==> src/rtl/trig_router_pkg.sv <==
package trig_router_pkg;
  localparam int unsigned SRC_COUNT  = 8;
  localparam int unsigned DEST_COUNT = 6;
  localparam int unsigned WAIT_BITS  = 8;

  typedef enum logic {
    COMB_ANY = 1'b0,
    COMB_ALL = 1'b1
  } comb_mode_e;
endpackage

==> src/rtl/trig_match.sv <==
module trig_match
  import trig_router_pkg::*;
#(
  parameter int unsigned N_IN = SRC_COUNT
) (
  input  logic [N_IN-1:0] sel,
  input  logic [N_IN-1:0] pulses,
  input  comb_mode_e      mode,
  output logic            hit
);
  function automatic logic evaluate(input logic [N_IN-1:0] s,
                                    input logic [N_IN-1:0] p,
                                    input comb_mode_e m);
    logic [N_IN-1:0] seen;
    seen = s & p;
    if (s == '0) return 1'b0;
    if (m == COMB_ALL) return (seen == s);
    return (seen != '0);
  endfunction

  assign hit = evaluate(sel, pulses, mode);
endmodule

==> src/rtl/trig_delay.sv <==
module trig_delay #(
  parameter int unsigned DLY_W = 8
) (
  input  logic             clk,
  input  logic             rst_n,
  input  logic             start,
  input  logic [DLY_W-1:0] delay,
  output logic             fire,
  output logic             busy
);
  logic [DLY_W-1:0] remain_q;
  logic             busy_q;
  logic             accept;
  logic             expire;

  function automatic logic [DLY_W-1:0] step_down(input logic [DLY_W-1:0] v);
    return v - DLY_W'(1);
  endfunction

  assign accept = start & ~busy_q;
  assign expire = busy_q & (remain_q == DLY_W'(1));
  assign fire   = expire | (accept & (delay == '0));
  assign busy   = busy_q;

  always_ff @(posedge clk or negedge rst_n) begin
    if (!rst_n) begin
      busy_q   <= 1'b0;
      remain_q <= '0;
    end else if (busy_q) begin
      remain_q <= step_down(remain_q);
      if (expire) busy_q <= 1'b0;
    end else if (accept && (delay != '0)) begin
      busy_q   <= 1'b1;
      remain_q <= delay;
    end
  end
endmodule

==> src/rtl/trig_latch.sv <==
module trig_latch (
  input  logic clk,
  input  logic rst_n,
  input  logic fire,
  input  logic hold,
  input  logic clr,
  output logic q
);
  logic q_next;

  always_comb begin
    if (clr) q_next = 1'b0;
    else     q_next = fire | (hold & q);
  end

  always_ff @(posedge clk or negedge rst_n) begin
    if (!rst_n) q <= 1'b0;
    else        q <= q_next;
  end
endmodule

==> src/rtl/trig_router.sv <==
module trig_router
  import trig_router_pkg::*;
#(
  parameter int unsigned N_IN  = SRC_COUNT,
  parameter int unsigned N_OUT = DEST_COUNT,
  parameter int unsigned DLY_W = WAIT_BITS
) (
  input  logic                   clk,
  input  logic                   rst_n,
  input  logic [N_IN-1:0]        trig_in,
  input  logic [N_OUT*N_IN-1:0]  cfg_mask,
  input  logic [N_OUT-1:0]       cfg_all,
  input  logic [N_OUT-1:0]       cfg_hold,
  input  logic [N_OUT*DLY_W-1:0] cfg_delay,
  input  logic [N_OUT-1:0]       clr,
  output logic [N_OUT-1:0]       trig_out
);
  logic [N_OUT-1:0] match_w;
  logic [N_OUT-1:0] fire_w;
  logic [N_OUT-1:0] busy_w;

  for (genvar j = 0; j < N_OUT; j++) begin : g_dest
    trig_match #(.N_IN(N_IN)) u_match (
      .sel    (cfg_mask[j*N_IN +: N_IN]),
      .pulses (trig_in),
      .mode   (comb_mode_e'(cfg_all[j])),
      .hit    (match_w[j])
    );

    trig_delay #(.DLY_W(DLY_W)) u_delay (
      .clk   (clk),
      .rst_n (rst_n),
      .start (match_w[j]),
      .delay (cfg_delay[j*DLY_W +: DLY_W]),
      .fire  (fire_w[j]),
      .busy  (busy_w[j])
    );

    trig_latch u_latch (
      .clk   (clk),
      .rst_n (rst_n),
      .fire  (fire_w[j]),
      .hold  (cfg_hold[j]),
      .clr   (clr[j]),
      .q     (trig_out[j])
    );
  end
endmodule

==> config.mk <==
export PLATFORM = sky130hd
export DESIGN_NAME = trig_router
export DESIGN_NICKNAME = d
export VERILOG_FILES = /design/src/rtl/trig_router_pkg.sv /design/src/rtl/trig_match.sv /design/src/rtl/trig_delay.sv /design/src/rtl/trig_latch.sv /design/src/rtl/trig_router.sv
export SDC_FILE = /design/constraint.sdc
export NUM_CORES = 1
export LEC_CHECK = 0
export BUFFER_PORTS_ARGS = -buffer_cell sky130_fd_sc_hd__buf_2
export CAP_MARGIN = 20
export CORE_ASPECT_RATIO = 0.75
export CORE_MARGIN = 4
export CORE_UTILIZATION = 55
export CTS_BUF_LIST = sky130_fd_sc_hd__clkbuf_8
export CTS_CLUSTER_DIAMETER = 200
export DETAILED_ROUTE_END_ITERATION = 8
export GPL_ROUTABILITY_DRIVEN = 0
export GPL_TIMING_DRIVEN = 0
export PLACE_DENSITY = 0.88
export SYNTH_ARGS = -nofsm -noshare
export SYNTH_HDL_FRONTEND = slang
export SYNTH_SLANG_ARGS = --single-unit
==> constraint.sdc <==
create_clock -name clk -period 2.1 [get_ports clk]
set_input_delay 0.315 -clock clk [delete_from_list [all_inputs] [get_ports clk]]
set_output_delay 0.315 -clock clk [all_outputs]
set_load 0.01 [all_outputs]
==> After elaboration in Yosys (flattened, before gate mapping) <==
Index checks and enable logic that the tools add are counted.
{ "word_totals": {"in_bits": 124, "latchBits": 0, "wordCells": 198, "memories": 0, "mem_bits_rw": 0, "romBits": 0, "ff_bits": 60} }
{ "op_classes": {"muxes": 78, "shifts": 0, "n_reduce_logical": 36, "div_mod_pow": 0, "add_sub_neg": 6, "n_mul": 0, "n_lt_le_gt_ge": 0, "n_eq_ne": 12, "bitwise_logic": 48} }
{ "ops": {"columns": ["op", "n"], "rows": [
  ["zero test 8 bit", 12],
  ["two-way mux 8 bit", 12],
  ["nonzero test 8 bit", 12],
  ["two-way mux 1 bit", 66],
  ["AND 8 bit", 6],
  ["equality test 8 x 1 -> 1 bit, second input constant", 6],
  ["equality test 8 bit", 6],
  ["subtractor 8 x 1 -> 8 bit, second input constant", 6],
  ["AND 1 bit", 24],
  ["bitwise OR 1 bit", 12],
  ["nonzero test 2 bit", 6],
  ["logical AND 1 bit", 6],
  ["NOT 1 bit", 6]
]} }

==> Longest topological paths before layout <==
Gate-level depths: netlist of run 1.
{ "depth": {"ltp_word": 10, "mapped_depth": 7, "mapped_depth_nobuf": 7} }

==> Cells and area by module <==
A second synthesis of run 1 with hierarchy kept.
{ "hier_totals": {"cells_unflattened": 474, "hier_area_um2": 4654.5} }
{ "modules_own_cells": {"columns": ["module", "area_each_um2", "cells_per_inst", "instances", "seq_area_each_um2"], "rows": [
  ["trig_delay", 595.6, 57, 6, 225.2],
  ["trig_match", 146.4, 19, 6, 0.0],
  ["trig_latch", 33.8, 3, 6, 25.0]
]} }

==> Worst setup path after synthesis of run 1 <==
No wires, ideal clock.
{ "synth_path": {"kind": "in2reg", "from": "input cfg_delay[18]", "to": "register g_dest[2].u_delay.remain_q[2]", "setup_time_ns": 0.101, "path_slack_ns": 0.354, "stages": 7, "required_time_ns": 1.999, "n_path_buf": 2, "arrival_time_ns": 1.645, "cell_sequence": "or4_1 > nor2_1 > nor2b_1 > buf_2 > and3_1 > buf_6 > o311ai_2"} }
{ "synth_between": {"elab_chain_cells": 3} }
{ "synth_rtl": {"columns": ["element", "line", "rtl"], "rows": [
  ["from (decl)", "trig_router.sv:14", "input logic [N_OUT*DLY_W-1:0] cfg_delay,"],
  ["nonzero test 8 bit", "trig_delay.sv:32", "end else if (accept && (delay != '0)) begin"],
  ["logical AND 1 bit", "trig_delay.sv:32", null],
  ["nonzero test 2 bit (no source line)", null, null],
  ["to (signal assigned)", "trig_delay.sv:30", "remain_q <= step_down(remain_q);"],
  ["to (signal assigned)", "trig_delay.sv:34", "remain_q <= delay;"],
  ["to (decl)", "trig_delay.sv:11", "logic [DLY_W-1:0] remain_q;"]
]} }
Parallel ways exist; a longest one is shown, timed or not. The select of a mux whose other input is x is not followed.
A chain may end at the register's enable or synchronous reset.

==> Final worst setup path of run 1 <==
{ "layout_path": {"from": "register g_dest[5].u_delay.busy_q", "to": "register g_dest[5].u_delay.remain_q[1]"} }
{ "layout_between": {"elab_chain_cells": 4} }
{ "layout_rtl": {"columns": ["element", "line", "rtl"], "rows": [
  ["from (decl)", "trig_delay.sv:12", "logic busy_q;"],
  ["from (signal assigned)", "trig_delay.sv:27", "busy_q <= 1'b0;"],
  ["from (signal assigned)", "trig_delay.sv:31", "if (expire) busy_q <= 1'b0;"],
  ["from (signal assigned)", "trig_delay.sv:33", "busy_q <= 1'b1;"],
  ["NOT 1 bit", "trig_delay.sv:20", "assign accept = start & ~busy_q;"],
  ["AND 1 bit", "trig_delay.sv:20", null],
  ["logical AND 1 bit", "trig_delay.sv:32", null],
  ["nonzero test 2 bit (no source line)", null, null],
  ["to (signal assigned)", "trig_delay.sv:30", null],
  ["to (signal assigned)", "trig_delay.sv:34", null],
  ["to (decl)", "trig_delay.sv:11", null]
]} }
Parallel ways exist; a longest one is shown, timed or not.

==> metrics.txt, run 1 <==
status=finished clean; residual DRC count=0; via count=5,127; Hold Path Class=input port to async pin; Die X=between 100 and 150 um; H-Tree Depth=3; Internal Pwr Total=approximately 3700 uW; vias per cell=between 6 and 7; register share of total power=0.372; cell chain of the critical path=a21oi_1 -> and2_1 -> and3_1 -> clkbuf_1 -> o221ai_1; Leakage Power=~0.0026 uW; Core Footprint=8450 um2; Clock Tree Root=clkbuf_8; CP peak stage delay=400 ps; Overall Global Routing Usage=0.276; Initial Utilization=0.563; Mapped Cells=558; Async SR Flop Fraction=1.00; vias in the first global route=between 4,000 and 5,000; measured slew at the worst slew-check pin=758 ps; CP max FO=8; Total Die Area=about 10,000 um2; leading area contributor after synthesis=dfrtp_1; crit path time final=around 1900 ps; Peak VDD IR=about 0.9 mV; first-pass GRT wire length=around 22,000 um; EDFF count, synth=0; DIE HEIGHT=slightly below 90 um; setup total negative slack=0 ps; register area share after synthesis=0.316; Gate power share=0.456; FILL cells=around 700; switching pwr=2560 uW; clk_skew=approximately 12 ps; ranking of synthesized cells by area=dfrtp_1 32%, inv_1 5.9%, nand2_1 4.7%; Synth cell types=62; P per Cell Area=between 1000 and 1500 nW/um2; Max Cap Violations=0; Post-CTS Hold Fix Bufs=0; CTS tree=done; Resized Gates After CTS=0; Synth warnings=0; clock power share=0.172; number of antenna violations at the first check in global routing=0; Setup crit start kind=register; Primary FF master, synth=dfrtp_1; row cnt=29; Reg clk slew, reported paths=70 ps; Buf/Inv on CP=1; share of cells above drive strength 1=0.256; Yosys top cell area share=0.316; slowest cell on the critical path=dfrtp_1; Worst EP arrival=~2100 ps; largest net degree at the start of global routing=35; Fmax achieved=around 520 MHz; Port Buffers=between 100 and 150; routed length per instance=between 15 and 20 um; ratio of final minimum period to clock period=0.908; nature of the critical path endpoint=register; GRT overflow=0; area growth from synthesis to layout=21.2%; Post-CTS Repair Setup Buffers=0; final hold violations=0; Detailed Routing Iterations Pass 1=6; CP Class=register to register; Slew Limit Fails=0; Post-Syn Area=between 4000 and 5000 um2; Clk Latency, worst-skew pair=between 300 and 400 ps; DRT iter0 DRCs=481; CTS buffer count=9; synthesized area per cell=roughly 8.5 um2; io pins=130; Core Util, Final=0.682; synthesized flop and latch total=60; clk buf depth=2; # clock sinks=60; Rel. slew slack=0.495; Top Family by Delay on Critical Path=compound AO/OA/AOI/OAI gates; # nets final=between 800 and 900; unrepaired setup endpoints after global routing=false; setup violators final=0; post-route ant nets=0; Diodes inserted=0; syn_nets=694; sw frac=0.411; DPL Wire Length=approximately 11,000 um; Post-Route WL=14,300 um; Critical Path RT=2310 ps
path summary, 6_finish.rpt:
check	startpoint	end	slack, ps	depth (start not counted)
max	g_dest[5].u_delay.busy	g_dest[5].u_delay.remain_q[1]	190	5
min	rst_n	g_dest[4].u_delay.remain_q[5]	40	1
max reg2reg	g_dest[5].u_delay.busy	g_dest[5].u_delay.remain_q[1]	190	5
min reg2reg	g_dest[2].u_latch.q	g_dest[2].u_latch.q	540	2
max in group asynchronous	rst_n	g_dest[2].u_delay.remain_q[6]	1460	2
min in group clk	clr[1]	g_dest[1].u_latch.q	100	2
power groups by stage:
| stage | Clock [uW] | Combinational (uW) | Sequential (uW) |
|---|---|---|---|
| 2_1_floorplan | 0 | 2130 | 2170 |
| 3_3_place_gp | 0 | 2600 | 2270 |
| 3_5_place_dp | 0 | 2800 | 2310 |
| 4_1_cts | 1090 | 2820 | 2300 |
| 5_1_grt | 1140 | 3170 | 2390 |
| 6_report | 1070 | 2840 | 2310 |
per-layer routing:
layer  track usage  share of wire
met3        0.0540          0.087
met1         0.364           0.43
met5             0              0
met2         0.445           0.46
met4         0.120          0.025
cell usage after synthesis (12+ instances only):
library cell,count
inv_1,75
dfrtp_1,60
nand2_1,59
nand4_1,32
nor4_1,24
o221ai_1,23
nor2_1,22
o22ai_1,20
xnor2_1,19
xor2_1,15
a21oi_1,13
a22oi_1,13
ha_1,12
layout make-up:
class | instances | area [um2] | area share
clock buffer | 11 | 151 | 0.0263
multi-input combinational | 393 | 2800 | 0.485
buffer | 28 | 173 | 0.0300
sequential | 60 | 1500 | 0.261
timing repair buffer | 130 | 666 | 0.116
clock inverter | 5 | 51.3 | 0.00890
tap | 108 | 135 | 0.0234
inverter | 77 | 289 | 0.0502
flip-flops by register name, indices dropped and copies added (netlist names):
register and flops:
g_dest.u_latch.q 6, g_dest.u_delay.remain_q 48, g_dest.u_delay.busy 6
stage by stage:
step / instance area (um2) / hold WS, ps / setup WS (ps) / cells / power (uW)
2_1_floorplan: 4760 / 19.4 / 354 / 558 / 4290
3_3_place_gp: 5540 / 464 / 56.5 / 795 / 4860
3_5_place_dp: 5560 / 444 / -37.5 / 796 / 5110
4_1_cts: 5760 / 42.4 / 182 / 812 / 6200
5_1_grt: 5760 / 90.6 / 40.4 / 812 / 6700
6_report: 5760 / 35.8 / 194 / 812 / 6220
logic make-up after synthesis:
| logic type | after synthesis | share of synthesized area |
|---|---|---|
| AO/OA/AOI/OAI | 151 | 0.272 |
| buffers and inverters | 105 | 0.0971 |
| AND/OR/NAND/NOR | 194 | 0.217 |
| XOR/XNOR | 34 | 0.0626 |
| multiplexers | 2 | 0.00421 |
| flip-flops | 60 | 0.316 |
| adder cells (fa/ha/maj) | 12 | 0.0316 |
cells in the final DEF (no fill, tap or decap), types with 5 or more instances in the layout:
cell type	synthesis	routed
buf_2	3	132
inv_1	75	76
dfrtp_1	60	60
nand2_1	59	59
nand4_1	32	32
nor4_1	24	24
o221ai_1	23	23
nor2_1	22	22
o22ai_1	20	20
xnor2_1	19	19
xor2_1	15	15
a22oi_1	13	13
a21oi_1	13	12
ha_1	12	12
buf_4	11	11
nand3_1	11	11
clkbuf_1	11	11
clkbuf_8	0	11
a31oi_1	10	10
or4_1	9	9
and2_1	7	7
nor3_1	7	7
a222oi_1	6	6
o21a_1	6	6
and3_1	6	6
o311ai_1	6	6
a221o_1	6	6
nor2b_1	5	5
o31ai_1	5	5
a311oi_1	5	5
Note: power is estimated with default switching activity, not from simulation.
==> run 2: changes to the inputs <==
- CORE_UTILIZATION: 55 -> 59
- PLACE_DENSITY: 0.88 -> 0.93
- clock period: 2.1 -> 2.4 ns (I/O delays scaled with it)
==> run 2 against run 1 <==
First-iteration DRC count rose by 19%. Total power fell by 15%. Sequential cell count did not move. Global-route usage rose by 2.6 points. Register-to-register slack improved by 210 ps. Die area fell by 6.2%. Clock skew fell by 3.0 ps. Core utilization rose by 4.6 points. Maximum frequency fell by 4.5%. Count of clock-buffer cells in the layout fell by 1. Via count rose by 1.8%. Routed wire length rose by 0.90%. Highest routed layer unchanged.
==> metrics.txt, run 2 (synthesis gave the netlist of run 1 again) <==
vias in the first global route=5,013; CP Class=register to register; Overall Global Routing Usage=0.301; Diodes inserted=0; Top Family by Delay on Critical Path=compound AO/OA/AOI/OAI gates; Rel. slew slack=0.521; FILL cells=between 600 and 700; slowest cell on the critical path=a21oi_1; nature of the critical path endpoint=register; Reg clk slew, reported paths=approximately 80 ps; Critical Path RT=2610 ps; sw frac=0.420; largest net degree at the start of global routing=40; Worst EP arrival=2200 ps; ratio of final minimum period to clock period=0.832; # clock sinks=60; CTS tree=done; Post-Route WL=14,400 um; post-route ant nets=0; H-Tree Depth=3; hold path start=clr[0]; measured slew at the worst slew-check pin=just over 700 ps; Hold Path Stages=2; most frequent cells in the layout=132 x buf_2, 77 x inv_1, 60 x dfrtp_1; Max Cap Violations=0; CTS buffer count=9; Worst R2R Setup Slack=~400 ps; commonest non-fill, non-tap cell in the layout=buf_2; Fmax achieved=between 500 and 600 MHz; Leakage Power=0.00262 uW; R2R Path Start=g_dest[3].u_delay.busy; Slew Limit Fails=0; setup violators final=0; register share of total power=0.382; share of cells above drive strength 1=0.252; DRT iter0 DRCs=574; vias per cell=between 6 and 7; first-pass GRT wire length=approximately 24,000 um; area growth from synthesis to layout=20.5%; Final Cell Area=roughly 5700 um2; crit path time final=approximately 2000 ps; Hold Path End=g_dest[0].u_latch.q; Initial Utilization=0.603; residual DRC count=0; status=finished clean; switching pwr=between 2000 and 2500 uW; Die X=112 um; DPL Wire Length=11,200 um; Clock Tree Root=clkbuf_8; clk_skew=8.83 ps; max FFs per register=48; final hold violations=0; setup total negative slack=0 ps; Setup crit start kind=register; Worst Reg-to-Reg Cells=5; Core Footprint=7880 um2; DIE HEIGHT=roughly 86 um; Buf/Inv on CP=1; cell chain of the critical path=clkbuf_1 -> a21oi_1 -> nand2_1 -> nor3_4 -> o221ai_1; Internal Pwr Total=~3100 uW; via count=roughly 5,200; Biggest register=g_dest.u_delay.remain_q; GRT overflow=0; Port Buffers=129; CP max FO=9; # nets final=836; clk buf depth=2; unrepaired setup endpoints after global routing=false; clock power share=0.154; Hold Path Class=input port to register; routed length per instance=~18 um; CP peak stage delay=between 500 and 600 ps; Clk Latency, worst-skew pair=360 ps; number of antenna violations at the first check in global routing=0; R2R Path End=g_dest[3].u_delay.remain_q[1]; Detailed Routing Iterations Pass 1=5; P per Cell Area=between 900 and 1000 nW/um2; Total Die Area=9580 um2; io pins=between 100 and 150; Peak VDD IR=~0.5 mV; post-placement cell area=5550 um2; row cnt=28; Gate power share=0.464
[run 2: changes by cell type in the layout (fill, tap and decap cells not counted), sizes merged]
cell         previous run  this run
bufinv                  1         0
clkinvlp                1         2
dlygate4sd3             0         1
inv                    76        77
clkbuf                 22        21
[run 2: stage by stage]
step | setup WS [ps] | total power, uW | util | std cells | hold slack (ps)
after detailed placement | 196 | 4440 | 0.704 | 793 | 375
after floorplan | 609 | 3760 | - | 558 | 64.4
after CTS | 450 | 5260 | 0.727 | 810 | 132
after global placement | 303 | 4250 | 0.702 | 792 | 507
after global routing | 264 | 5680 | 0.727 | 810 | 135
final | 404 | 5300 | 0.727 | 810 | 144
[run 2: routing by layer]
metal  wire length (um)  GRT usage
met5                  0          0
met4                231     0.0906
met3               1330     0.0790
met2               6830      0.497
met1               6000      0.393
[run 2: cell type report]
type	count	area (um2)	share of cell area
Clock buffer	10	138	0.0240
Buffer	28	173	0.0301
Sequential cell	60	1500	0.262
Clock inverter	6	32.5	0.00567
Timing Repair Buffer	131	676	0.118
Inverter	77	289	0.0504
Tap cell	105	131	0.0229
Multi-Input combinational cell	393	2790	0.487
[run 2: what timing repair did]
action | 4_1_cts | 5_1_grt
setup endpoints to repair | 0 | 0
hold endpoints to repair | 6 | 0
gates resized for setup | 0 | 0
setup buffers | 0 | 0
hold buffers | 1 | 0
[run 2: worst reg2reg max path: cells and delay by family (launching register included)]
family / cells / cell delay [ps]
AO/OA/AOI/OAI: 2 / 730
AND/OR/NAND/NOR: 2 / 580
flip-flops: 1 / 370
buffers and inverters: 1 / 170
[run 2: worst max-delay path by stage]
stage	from	to	slack (ps)	depth (start not counted)
after CTS	g_dest[3].u_delay.busy	g_dest[3].u_delay.remain_q[1]	450	5
after floorplan	cfg_delay[18]	g_dest[2].u_delay.remain_q[2]	610	7
after global placement	trig_in[2]	g_dest[2].u_delay.remain_q[5]	300	7
final	g_dest[3].u_delay.busy	g_dest[3].u_delay.remain_q[1]	400	5
after detailed placement	trig_in[2]	g_dest[2].u_delay.remain_q[5]	200	7
after global routing	g_dest[3].u_delay.busy	g_dest[3].u_delay.remain_q[1]	260	5
[run 2: power by group through the flow]
stage                     Clock, uW  Sequential [uW]  Combinational [uW]
after global routing            864             2090                2730
final                           817             2020                2460
after global placement            0             1980                2260
after floorplan                   0             1890                1860
after CTS                       819             2000                2440
after detailed placement          0             2010                2430
==> run 3: changes to the inputs <==
- ABC_AREA: default -> 1
- CORE_UTILIZATION: 59 -> 56
- PLACE_DENSITY: 0.93 -> 0.89
- clock period: 2.4 -> 2.1 ns (I/O delays scaled with it)
==> run 3 against run 2 <==
Die area up 12%. Sequential share of layout area down 1.6 points. Routed wire length up 0.40%. Sequential power down 43%. Largest power group is now registers. Count of clock-buffer cells in the layout up 1. Critical path type unchanged. Largest cell class unchanged. Register-to-register slack better by 170 ps. Global-route usage down 3.2 points. Total power down 54%.
==> metrics.txt, run 3 <==
Total Die Area=roughly 11,000 um2; CTS buffer count=9; commonest non-fill, non-tap cell in the layout=nand2_1; CP Class=register to register; Worst EP arrival=around 1800 ps; DIE HEIGHT=roughly 90 um; Resized Gates After CTS=0; P per Cell Area=between 300 and 400 nW/um2; Primary FF master, synth=dfrtp_1; most frequent cells in the layout=352 x nand2_1, 135 x buf_2, 115 x nor2_1; GRT overflow=0; most instantiated library cell after synthesis=nand2_1; DPL Wire Length=11,200 um; first-pass GRT wire length=roughly 24,000 um; met2 GRT Util=0.429; post-route ant nets=0; area of the multi-input gates=3200 um2; ratio of final minimum period to clock period=0.725; clk buf depth=2; Mapped Cells=between 800 and 900; Critical Path RT=~2400 ps; Post-CTS Repair Setup Buffers=0; top cells by count, synth=352 x nand2_1, 115 x nor2_1, 87 x nand3_1; slowest cell on the critical path=dfrtp_1; syn_nets=around 1,000; most used cell, CP=nand2_1; register area share after synthesis=0.293; met3 GRT Util=0.0758; Yosys top cell area share=0.293; DRT iter0 DRCs=about 560; Rel. slew slack=0.478; Post-CTS Hold Fix Bufs=0; final hold violations=0; EDFF count, synth=0; CP max FO=4; routed length per instance=roughly 13 um; vias per cell=roughly 5.3; Overall Global Routing Usage=0.269; Top Usage Layer GRT=met2; Synth cell types=29; # clock sinks=60; max FFs per register=between 40 and 50; clk_skew=5.65 ps; synthesized area per cell=around 6.0 um2; area growth from synthesis to layout=19.0%; Die X=roughly 120 um; Post-Route WL=14,400 um; Post-Syn Area=a little over 5000 um2; setup violators final=0; Setup crit start kind=register; Detailed Routing Iterations Pass 1=5; ranking of synthesized cells by area=dfrtp_1 29%, nand2_1 26%, nand3_1 8.5%; residual DRC count=0; H-Tree Depth=3; measured slew at the worst slew-check pin=783 ps; Fmax achieved=roughly 660 MHz; Async SR Flop Fraction=1.00; Leakage Power=about 0.0033 uW; unrepaired setup endpoints after global routing=false; Top Family by Delay on Critical Path=simple AND/OR/NAND/NOR gates; Clock Tree Root=clkbuf_8; Worst R2R Setup Slack=approximately 580 ps; Peak VDD IR=around 0.32 mV; FILL cells=roughly 770; setup total negative slack=0 ps; status=finished clean; vias in the first global route=5,383; cell chain of the critical path=inv_1 -> ha_1 -> inv_1 -> nor3b_1 -> or2_2 -> nand2_1 -> nand2_1 -> nand2_1 -> nand2_1; synthesized flop and latch total=60; Biggest register=g_dest.u_delay.remain_q; Synth warnings=0; via count=a little under 6,000; Hold Path Class=input port to async pin; Initial Utilization=0.591; largest net degree at the start of global routing=34; nature of the critical path endpoint=register; Core Footprint=8670 um2; Setup WS post-layout=just under 600 ps; io pins=130; Slew Limit Fails=0; Port Buffers=~130; share of cells above drive strength 1=0.194; number of antenna violations at the first check in global routing=2; met1 GRT Util=0.354; DP Worst Slack=between 500 and 600 ps; crit path time final=between 1500 and 2000 ps; leading area contributor after synthesis=dfrtp_1; Reg clk slew, reported paths=~60 ps; # nets final=between 1,000 and 1,500; Final Power=2420 uW; Max Cap Violations=0; Buf/Inv on CP=2; CP peak stage delay=between 400 and 500 ps; FF+latch area=between 1500 and 2000 um2; Clk Latency, worst-skew pair=around 340 ps; row cnt=29; CTS tree=done
## run 3: cell types whose count changed after synthesis, sizes merged, moves of 17 or more
cell / before / now
nand2: 59 / 364
o21ai: 3 / 38
nand4: 32 / 15
nor2: 22 / 119
nor4: 24 / 1
o22ai: 24 / 4
nand3: 12 / 93
o221ai: 23 / 0
## run 3: logic make-up after synthesis
kind of cell             after synthesis  synth area share
adder cells (fa/ha/maj)               12            0.0293
AND/OR/NAND/NOR                      611             0.515
XOR/XNOR                               6            0.0103
flip-flops                            60             0.293
buffers and inverters                102            0.0825
AO/OA/AOI/OAI                         70            0.0701
## run 3: worst reg2reg max path, delay by kind of cell (launching register included)
kind / cells / cell delay [ps]
flip-flops: 1 / 420
buffers and inverters: 2 / 200
AND/OR/NAND/NOR: 6 / 680
adder cells (fa/ha/maj): 1 / 180
## run 3: area by class of cell
cell class | count | share of cell area
Timing Repair Buffer | 130 | 0.109
Clock buffer | 11 | 0.0248
Multi-Input combinational cell | 699 | 0.525
Clock inverter | 4 | 0.00287
Inverter | 83 | 0.0511
Sequential cell | 60 | 0.246
Tap cell | 108 | 0.0221
Buffer | 19 | 0.0183
Antenna cell | 2 | 0.000820
## run 3: power by group
group / internal, uW / switching (uW)
Clock: 473 / 428
Combinational: 147 / 217
Sequential: 1160 / 0
Total: 1780 / 645
## run 3: worst paths after layout
path / depth (start not counted) / startpoint / end
max: 9 / g_dest[5].u_delay.remain_q[0] / g_dest[5].u_delay.remain_q[6]
min: 1 / rst_n / g_dest[0].u_delay.remain_q[0]
max reg2reg: 9 / g_dest[5].u_delay.remain_q[0] / g_dest[5].u_delay.remain_q[6]
min reg2reg: 2 / g_dest[3].u_delay.remain_q[5] / g_dest[3].u_delay.remain_q[5]
max in group asynchronous: 2 / rst_n / g_dest[4].u_delay.remain_q[2]
min in group clk: 2 / clr[5] / g_dest[5].u_latch.q
## run 3: through the flow
stage          instance area (um2)  std cells   util  hold slack (ps)
5_1_grt                       6100       1114  0.703             94.4
3_3_place_gp                  5910       1098  0.681              465
4_1_cts                       6100       1114  0.703             54.5
3_5_place_dp                  5930       1099  0.683              430
6_report                      6100       1116  0.704             45.8
2_1_floorplan                 5130        861      -             19.4
## run 3: metal layers
layer  wire (um)  up-vias
met5          21        -
met4         209        4
met3        1480       30
met2        6620      280
met1        6120     2603
li1            -     3022
